### config.mk
export PLATFORM = sky130hd
export DESIGN_NAME = mmd_indirect_bridge
export DESIGN_NICKNAME = d
export VERILOG_FILES = /design/src/rtl/mmd_bridge_pkg.sv /design/src/rtl/mmd_ctrl_reg.sv /design/src/rtl/mmd_ptr_unit.sv /design/src/rtl/mmd_access_dec.sv /design/src/rtl/mmd_indirect_bridge.sv
export SDC_FILE = /design/constraint.sdc
export NUM_CORES = 1
export LEC_CHECK = 0
export BUFFER_PORTS_ARGS = -buffer_cell sky130_fd_sc_hd__buf_2
export CAP_MARGIN = 15
export CORE_ASPECT_RATIO = 0.8
export CORE_MARGIN = 1
export CORE_UTILIZATION = 41
export DETAILED_ROUTE_END_ITERATION = 8
export GPL_TIMING_DRIVEN = 0
export PLACE_DENSITY = 0.78
export SETUP_SLACK_MARGIN = 0.02
export SKIP_CTS_REPAIR_TIMING = 1
export SLEW_MARGIN = 25
export SYNTH_ARGS = -nofsm -noshare
export SYNTH_HDL_FRONTEND = slang
export SYNTH_SLANG_ARGS = --single-unit
### constraint.sdc
create_clock -name clk -period 1.6 [get_ports clk]
set_input_delay 0.16 -clock clk [delete_from_list [all_inputs] [get_ports clk]]
set_output_delay 0.16 -clock clk [all_outputs]
set_load 0.02 [all_outputs]
### src/rtl/mmd_bridge_pkg.sv
package mmd_bridge_pkg;

    localparam int DATA_W = 16;
    localparam int REG_AW = 5;

    typedef enum logic [1:0] {
        ACC_PTR      = 2'b00,
        ACC_XFER     = 2'b01,
        ACC_XFER_RW  = 2'b10,
        ACC_XFER_WR  = 2'b11
    } acc_kind_e;

    typedef struct packed {
        acc_kind_e   kind;
        logic [8:0]  rsvd;
        logic [4:0]  dev;
    } ctrl_word_t;

    typedef enum logic [1:0] {
        RSEL_ZERO,
        RSEL_CTRL,
        RSEL_PTR,
        RSEL_BANK
    } rsel_e;

    // Whether a data-word access of the given direction advances the pointer.
    function automatic logic advances(acc_kind_e k, logic is_write);
        case (k)
            ACC_XFER_RW: return 1'b1;
            ACC_XFER_WR: return is_write;
            default:     return 1'b0;
        endcase
    endfunction

endpackage

### src/rtl/mmd_ctrl_reg.sv
module mmd_ctrl_reg
    import mmd_bridge_pkg::*;
(
    input  logic       clk,
    input  logic       rst,
    input  logic       wr_en,
    input  logic [1:0] kind_in,
    input  logic [4:0] dev_in,
    output ctrl_word_t ctrl_q
);

    always_ff @(posedge clk) begin
        if (rst) begin
            ctrl_q <= '{kind: ACC_PTR, rsvd: '0, dev: '0};
        end else if (wr_en) begin
            ctrl_q <= '{kind: acc_kind_e'(kind_in), rsvd: '0, dev: dev_in};
        end
    end

    a_r2_ctrl_hold: assert property (@(posedge clk) disable iff (rst)
        !wr_en |=> $stable(ctrl_q));

endmodule

### src/rtl/mmd_ptr_unit.sv
module mmd_ptr_unit #(
    parameter int PTR_W = 16
) (
    input  logic             clk,
    input  logic             rst,
    input  logic             load,
    input  logic [PTR_W-1:0] load_val,
    input  logic             inc,
    output logic [PTR_W-1:0] ptr
);

    always_ff @(posedge clk) begin
        if (rst) begin
            ptr <= '0;
        end else if (load) begin
            ptr <= load_val;
        end else if (inc) begin
            ptr <= ptr + 1'b1;
        end
    end

    a_r3_load: assert property (@(posedge clk) disable iff (rst)
        load |=> ptr == $past(load_val));

    a_r6_advance: assert property (@(posedge clk) disable iff (rst)
        (inc && !load) |=> ptr == $past(ptr) + 1'b1);

    a_r9_ptr_hold: assert property (@(posedge clk) disable iff (rst)
        (!load && !inc) |=> $stable(ptr));

endmodule

### src/rtl/mmd_access_dec.sv
module mmd_access_dec
    import mmd_bridge_pkg::*;
#(
    parameter logic [REG_AW-1:0] CTRL_REG = 5'h0D,
    parameter logic [REG_AW-1:0] DATA_REG = 5'h0E,
    parameter logic [4:0]        OWN_DEV  = 5'h1F
) (
    input  acc_kind_e         kind,
    input  logic [4:0]        dev,
    input  logic              reg_wr,
    input  logic              reg_rd,
    input  logic [REG_AW-1:0] reg_addr,
    output logic              ctrl_we,
    output logic              ptr_load,
    output logic              ptr_inc,
    output logic              bank_we,
    output rsel_e             rsel
);

    logic hit_ctrl, hit_data, dev_ok, ptr_mode, rd_only;

    always_comb begin
        hit_ctrl = (reg_addr == CTRL_REG);
        hit_data = (reg_addr == DATA_REG);
        dev_ok   = (dev == OWN_DEV);
        ptr_mode = (kind == ACC_PTR);
        rd_only  = reg_rd && !reg_wr;

        ctrl_we  = reg_wr && hit_ctrl;
        ptr_load = reg_wr && hit_data && dev_ok && ptr_mode;
        bank_we  = reg_wr && hit_data && dev_ok && !ptr_mode;
        ptr_inc  = hit_data && dev_ok && !ptr_mode &&
                   ((reg_wr && advances(kind, 1'b1)) ||
                    (rd_only && advances(kind, 1'b0)));

        rsel = RSEL_ZERO;
        if (rd_only && hit_ctrl) begin
            rsel = RSEL_CTRL;
        end else if (rd_only && hit_data && dev_ok) begin
            rsel = ptr_mode ? RSEL_PTR : RSEL_BANK;
        end
    end

endmodule

### src/rtl/mmd_indirect_bridge.sv
module mmd_indirect_bridge
    import mmd_bridge_pkg::*;
#(
    parameter logic [REG_AW-1:0] CTRL_REG = 5'h0D,
    parameter logic [REG_AW-1:0] DATA_REG = 5'h0E,
    parameter logic [4:0]        OWN_DEV  = 5'h1F,
    parameter int                PTR_W    = 16
) (
    input  logic              clk,
    input  logic              rst,
    input  logic              reg_wr,
    input  logic              reg_rd,
    input  logic [REG_AW-1:0] reg_addr,
    input  logic [DATA_W-1:0] reg_wdata,
    output logic [DATA_W-1:0] reg_rdata,
    output logic [PTR_W-1:0]  ext_addr,
    output logic [DATA_W-1:0] ext_wdata,
    output logic              ext_we,
    input  logic [DATA_W-1:0] ext_rdata
);

    ctrl_word_t       ctrl_q;
    logic             ctrl_we, ptr_load, ptr_inc, bank_we;
    rsel_e            rsel;
    logic [PTR_W-1:0] ptr;

    mmd_ctrl_reg u_ctrl (
        .clk     (clk),
        .rst     (rst),
        .wr_en   (ctrl_we),
        .kind_in (reg_wdata[15:14]),
        .dev_in  (reg_wdata[4:0]),
        .ctrl_q  (ctrl_q)
    );

    mmd_access_dec #(
        .CTRL_REG (CTRL_REG),
        .DATA_REG (DATA_REG),
        .OWN_DEV  (OWN_DEV)
    ) u_dec (
        .kind     (ctrl_q.kind),
        .dev      (ctrl_q.dev),
        .reg_wr   (reg_wr),
        .reg_rd   (reg_rd),
        .reg_addr (reg_addr),
        .ctrl_we  (ctrl_we),
        .ptr_load (ptr_load),
        .ptr_inc  (ptr_inc),
        .bank_we  (bank_we),
        .rsel     (rsel)
    );

    mmd_ptr_unit #(.PTR_W(PTR_W)) u_ptr (
        .clk      (clk),
        .rst      (rst),
        .load     (ptr_load),
        .load_val (reg_wdata[PTR_W-1:0]),
        .inc      (ptr_inc),
        .ptr      (ptr)
    );

    assign ext_addr  = ptr;
    assign ext_wdata = reg_wdata;
    assign ext_we    = bank_we;

    always_comb begin
        case (rsel)
            RSEL_CTRL: reg_rdata = ctrl_q;
            RSEL_PTR:  reg_rdata = DATA_W'(ptr);
            RSEL_BANK: reg_rdata = ext_rdata;
            default:   reg_rdata = '0;
        endcase
    end

    a_r4_we_source: assert property (@(posedge clk) disable iff (rst)
        ext_we |-> (reg_wr && reg_addr == DATA_REG));

    a_r4_we_one_cycle: assert property (@(posedge clk) disable iff (rst)
        (ext_we && !$past(reg_wr)) |-> !$past(ext_we));

    a_r2_rsvd_zero: assert property (@(posedge clk) disable iff (rst)
        (reg_rd && !reg_wr && reg_addr == CTRL_REG) |-> reg_rdata[13:5] == '0);

    a_r10_other_zero: assert property (@(posedge clk) disable iff (rst)
        (reg_rd && reg_addr != CTRL_REG && reg_addr != DATA_REG) |-> reg_rdata == '0);

    a_r7_no_read_advance: assert property (@(posedge clk) disable iff (rst)
        (ctrl_q.kind == ACC_XFER_WR && reg_rd && !reg_wr) |=> $stable(ext_addr));

endmodule

---- Yosys cells after proc, flatten, opt, wreduce, memory -nomap -nowiden ----
Cells that the tools add are included.
storage, ports and cells
  input port bits ......................... 41
  register bits ........................... 23
  output and inout port bits .............. 49
operators by class
  reductions and logical operators ........ 20
  add/sub/neg operators ................... 1
  equality and inequality tests ........... 8
  multiplexer cells ....................... 8
operators by type and width
  operator                 count
  $pmux W16 S3             1
  $mux W16                 2
  $add A16 B1 Y16 const B  1
  $logic_and A1 B1 Y1      14
  $eq A5 B4 Y1 const B     2
  $eq A2 B2 Y1 const B     4
  $eq A5 B5 Y1 const B     1
  $mux W2                  2
  $mux W1                  3
  $eq A2 B1 Y1 const B     1
  $logic_not A1 Y1         2
  $logic_not A2 Y1         1
  $reduce_bool A2 Y1       1
  $reduce_or A2 Y1         1
  $logic_or A1 B1 Y1       1

---- Depth between registers and ports, before layout ----
  word-level depth ........................ 8
  mapped depth ............................ 6

---- Modules after synthesis ----
Synthesis repeated with hierarchy kept, for this count alone.
unflattened totals
  cells, all modules ...................... 216
  area, all modules ....................... 1988.2 sq um
by module, submodules not included
  module               seq. area each (sq um)  area an instance (sq um)  times used  cells each
  mmd_ptr_unit         320.3                   984.7                     1           112
  mmd_indirect_bridge  0.0                     554.3                     1           55
  mmd_ctrl_reg         140.1                   319.1                     1           32
  mmd_access_dec       0.0                     130.1                     1           17

---- Worst setup path before layout ----
OpenSTA, ideal clock, no wires.
  path kind ............................... register to register
  start point ............................. register u_ptr.ptr[0]
  end point ............................... register u_ptr.ptr[14]
  cell stages (with the launch flop) ...... 7
  arrival time ............................ 1.640 ns
  path slack .............................. -0.114 ns
  period minus slack after synthesis ...... 1.714 ns
  library setup time ...................... 0.074 ns
  cell sequence ........................... dfxtp_1 > ha_1 > nand2_1 > nor2_1 > nand3_1 > or3_1 > a31oi_1
on the way
  longest elaborated chain between the ends .. 3
ends and longest elaborated chain
  item                    RTL line            text
  start, declared         mmd_ptr_unit.sv:9   output logic [PTR_W-1:0] ptr
  start signal, assigned  mmd_ptr_unit.sv:16  ptr <= load_val;
  start signal, assigned  mmd_ptr_unit.sv:18  ptr <= ptr + 1'b1;
  $add A16 B1 Y16         mmd_ptr_unit.sv:18
  $mux W16                mmd_ptr_unit.sv:17  end else if (inc) begin
  $mux W16                mmd_ptr_unit.sv:15  end else if (load) begin
No other way between the ends. The select of a mux whose other input is x is not followed.
A chain may end at the register's enable or synchronous reset.

---- Worst setup path in the final report ----
  start point ............................. register u_ctrl.ctrl_q[0] (netlist name)
  end point ............................... output reg_rdata[5]
on the way
  longest elaborated chain between the ends .. 6
ends and longest elaborated chain
  item                                                 RTL line                   text
  $eq A5 B5 Y1 *                                       mmd_access_dec.sv:25       dev_ok = (dev == OWN_DEV);
  $logic_and A1 B1 Y1 *                                mmd_access_dec.sv:39       end else if (rd_only && hit_data && dev_ok) begin
  $mux W2 *                                            mmd_access_dec.sv:39
  $mux W2 *                                            mmd_access_dec.sv:37       if (rd_only && hit_ctrl) begin
  $eq A2 B2 Y1 / $eq A2 B1 Y1 (equally long branches)  mmd_indirect_bridge.sv:67  case (rsel)
  $pmux W16 S3 *                                       mmd_indirect_bridge.sv:67
  end, declared                                        mmd_indirect_bridge.sv:15  output logic [DATA_W-1:0] reg_rdata,
Mark *: on every way between the ends. The rest lies on a longest branch, timed or not.

==> impl_results.md <==
* Synthesized area per cell at 7.922 sq um
* Status: complete, but fails checks
* DPL Wire Length at 3.970 mm
* Startpoint types: flip-flop
* Synth cell types at 53
* Power density over the cells at 415.3 nW/um^2
* Synth Instances at 214
* Hold endpoint: u_ptr.ptr[7]
* Cell area after synthesis at 1695 sq um
* Clock latency on the worst-skew pair at 270 ps
* Primary FF master, synth: dfxtp_1
* Biggest cell delay along the critical path at 360 ps
* Iter 0 DRT Violations at 294
* Layout cells sized above 1 at 0.5569
* M1 GR Usage at 0.3714
* Fill cell count at 280
* R2r worst-path depth at 8
* Crit-path max FO at 10
* Total track usage at 0.2438
* Warnings, synthesis at 0
* Largest net degree at the start of global routing at 14
* Most common cell in the netlist: dfxtp_1
* Register area share after synthesis at 0.2716
* Commonest cells post-synth: dfxtp_1 (23), buf_4 (16), nand2_1 (15), nor2_1 (15)
* CP most frequent cell: buf_6
* Site Rows at 20
* Area fraction of the dominant cell type after synthesis at 0.2716
* WP data arrival at 1940 ps
* Initial cell density of the core at 0.4371
* Die width at 73.90 um
* Core ar. at 3879 sq um
* # DRC at 0
* Number of flops mapped to enable cells by yosys at 0
* I/O Pins at 90
* Dpl cells at 358
* Post-route minimum period at 2104 ps
* Root Buffer: clkbuf_8
* Cell chain of the critical path: and4_4 > nand4_4 > nor3_4 > buf_6 > a22o_1 > buf_6
* Yosys reg bits at 23
* Final worst slack at -503.8 ps
* Port bufs at 89
* Hold path cells at 2
* GR peak layer: met1
* Levels on crit path at 6
* FFs w/ async S/R, synth at 0
* FF-to-FF setup slack at -160 ps
* Largest delay share family, worst path: simple AND/OR/NAND/NOR gates
* Least-Margin Pin Slew at 561.1 ps
* First drt pass iteration count at 6
* Grt total ovfl at 0
* Data required, critical path at 1440 ps
* Syn Nets at 256
* Highest clock rate at 475.3 MHz
* Via Count at 2,243
* Antenna cells at 0
* Max_slew headroom at 0.6259
* Failing checks: negative setup slack
* Clock tree buffer depth at 2
* CP Capture Type: output port
* Worst R2R End: u_ptr.ptr[11]
* Drt via density at 5.903
* Sink Count at 23
* Slew Limit Fails at 0
* M2 GR Usage at 0.3552
* Initial antenna violation count at 0
* Final-report setup violation count at 29
* Non-Filler Instances at 380
* Setup WS pre-CTS at -348.5 ps
* Clock skew at 7.283 ps
* CTS Buf Count at 3
* Startpoint of the worst hold path: rst
* Largest area contributor in the netlist: dfxtp_1
* Max-Cap Viols at 0
* Routed wire length at 6.193 mm
* Die Ht at 59.52 um
* Die ar. at 4398 sq um
* CP Class: flip-flop to output port
* Fin crit share at 1.315
* VDD IR max at 0.3375 mV
* First-pass GRT wire length at 8.155 mm
* RSZ-0062 raised after global routing: yes
* Synth-to-Final Area Change at 63.03%
* Worst-path clk slew at 90 ps
* Routability Congestion at 0.9002
* Vias in the first global route at 1,689
* Post-DRT Antenna Nets at 0
* Wire length per cell at 16.30 um
* Hold Vio Cnt, Final at 0
* Nets at 368
* # H-tree levels at 1
* CTS tree: yes
* Hold WC Path Type: input port to flip-flop
* Slowest CP cell: dfxtp_2
* Synth top area cells: dfxtp_1 (27%), buf_4 (7.1%), a22o_1 (4.6%)
* Met3 Track Usage GR at 0.04252
* Post-layout power at 0.001148 W
* Critical path buffers and inverters at 2
* Leak at 1.201 nW
* Post-Route Utilization at 0.7126
* R2r startpoint: u_ctrl.ctrl_q[0]
==> state kept, by name, indices dropped and copies added, names as in the netlist <==
register / flops
u_ctrl.ctrl_q: 7
u_ptr.ptr: 16
==> how the worst max path moves through the flow <==
stage,to,from
finish,reg_rdata[5],u_ctrl.ctrl_q[0]
global route,reg_rdata[2],u_ctrl.ctrl_q[0]
CTS,reg_rdata[2],u_ctrl.ctrl_q[2]
detailed placement,reg_rdata[2],u_ctrl.ctrl_q[2]
global placement,reg_rdata[6],u_ctrl.ctrl_q[2]
floorplan,u_ptr.ptr[14],u_ptr.ptr[1]
==> worst reg2reg max path, cell delays in order, from the launching register on <==
cell	delay, ps
dfxtp_2	360
and4_4	250
nand4_4	170
buf_4	190
buf_6	120
buf_4	180
nor3_2	180
o21ai_0	100
a21oi_1	130
==> cell families after synthesis <==
kind of cell,Yosys count,share of synthesized area
fa+ha+maj,1,0.007379
xor+xnor,1,0.005167
compound gates,69,0.2819
simple gates,74,0.2605
mux,7,0.04133
buf+inv,39,0.1321
flops,23,0.2716
==> layout make-up <==
cell class,instances,area [sq um],area share
timing repair buffer,107,737.0,0.2666
multi-input combinational,152,1174,0.4246
sequential,23,473.0,0.1711
clock inverter,1,5.005,0.001811
tap,55,68.82,0.02490
clock buffer,3,41.29,0.01494
buffer,29,227.7,0.08239
inverter,10,37.54,0.01358
==> through the flow <==
stage / setup TNS (ps) / instance area (sq um) / hold WS, ps
6_report: -8609 / 2764 / 121.2
4_1_cts: -10180 / 2273 / 100.1
3_3_place_gp: -4238 / 2227 / 383.7
2_1_floorplan: -275.6 / 1713 / 229.4
3_5_place_dp: -4659 / 2227 / 393.0
5_1_grt: -10670 / 2764 / 128.8
==> report_power, final <==
part	internal (W)	leakage, nW	switching (W)
Combinational	0.0000905	0.986	0.0000982
Clock	0.000175	0.0255	0.000211
Sequential	0.000571	0.190	0.00000190
Total	0.000837	1.20	0.000311
==> layer usage <==
metal / up-vias / part of all wire
met2: 187 / 0.46
met1: 1019 / 0.42
met5: - / 0
li1: 1026 / -
met4: 0 / 0.015
met3: 11 / 0.11
==> cell usage in the layout (no fill, tap or decap), types with 3 or more instances in the layout <==
cell type	netlist	layout
buf_2	7	73
a222oi_1	7	7
inv_1	10	10
nor3_2	1	4
nand2_1	15	14
dfxtp_2	0	7
buf_4	16	30
clkbuf_4	0	3
a21oi_1	14	13
nor4_1	4	3
a22oi_1	4	4
nor2_1	15	12
o21ai_0	14	3
nor2_4	0	3
o21ai_1	1	10
a22o_1	9	9
nand3_1	6	4
mux2i_1	7	7
buf_6	1	23
a31oi_1	6	5
dfxtp_1	23	15
clkbuf_8	0	3
No activity file was read; power rests on OpenSTA's default activity.
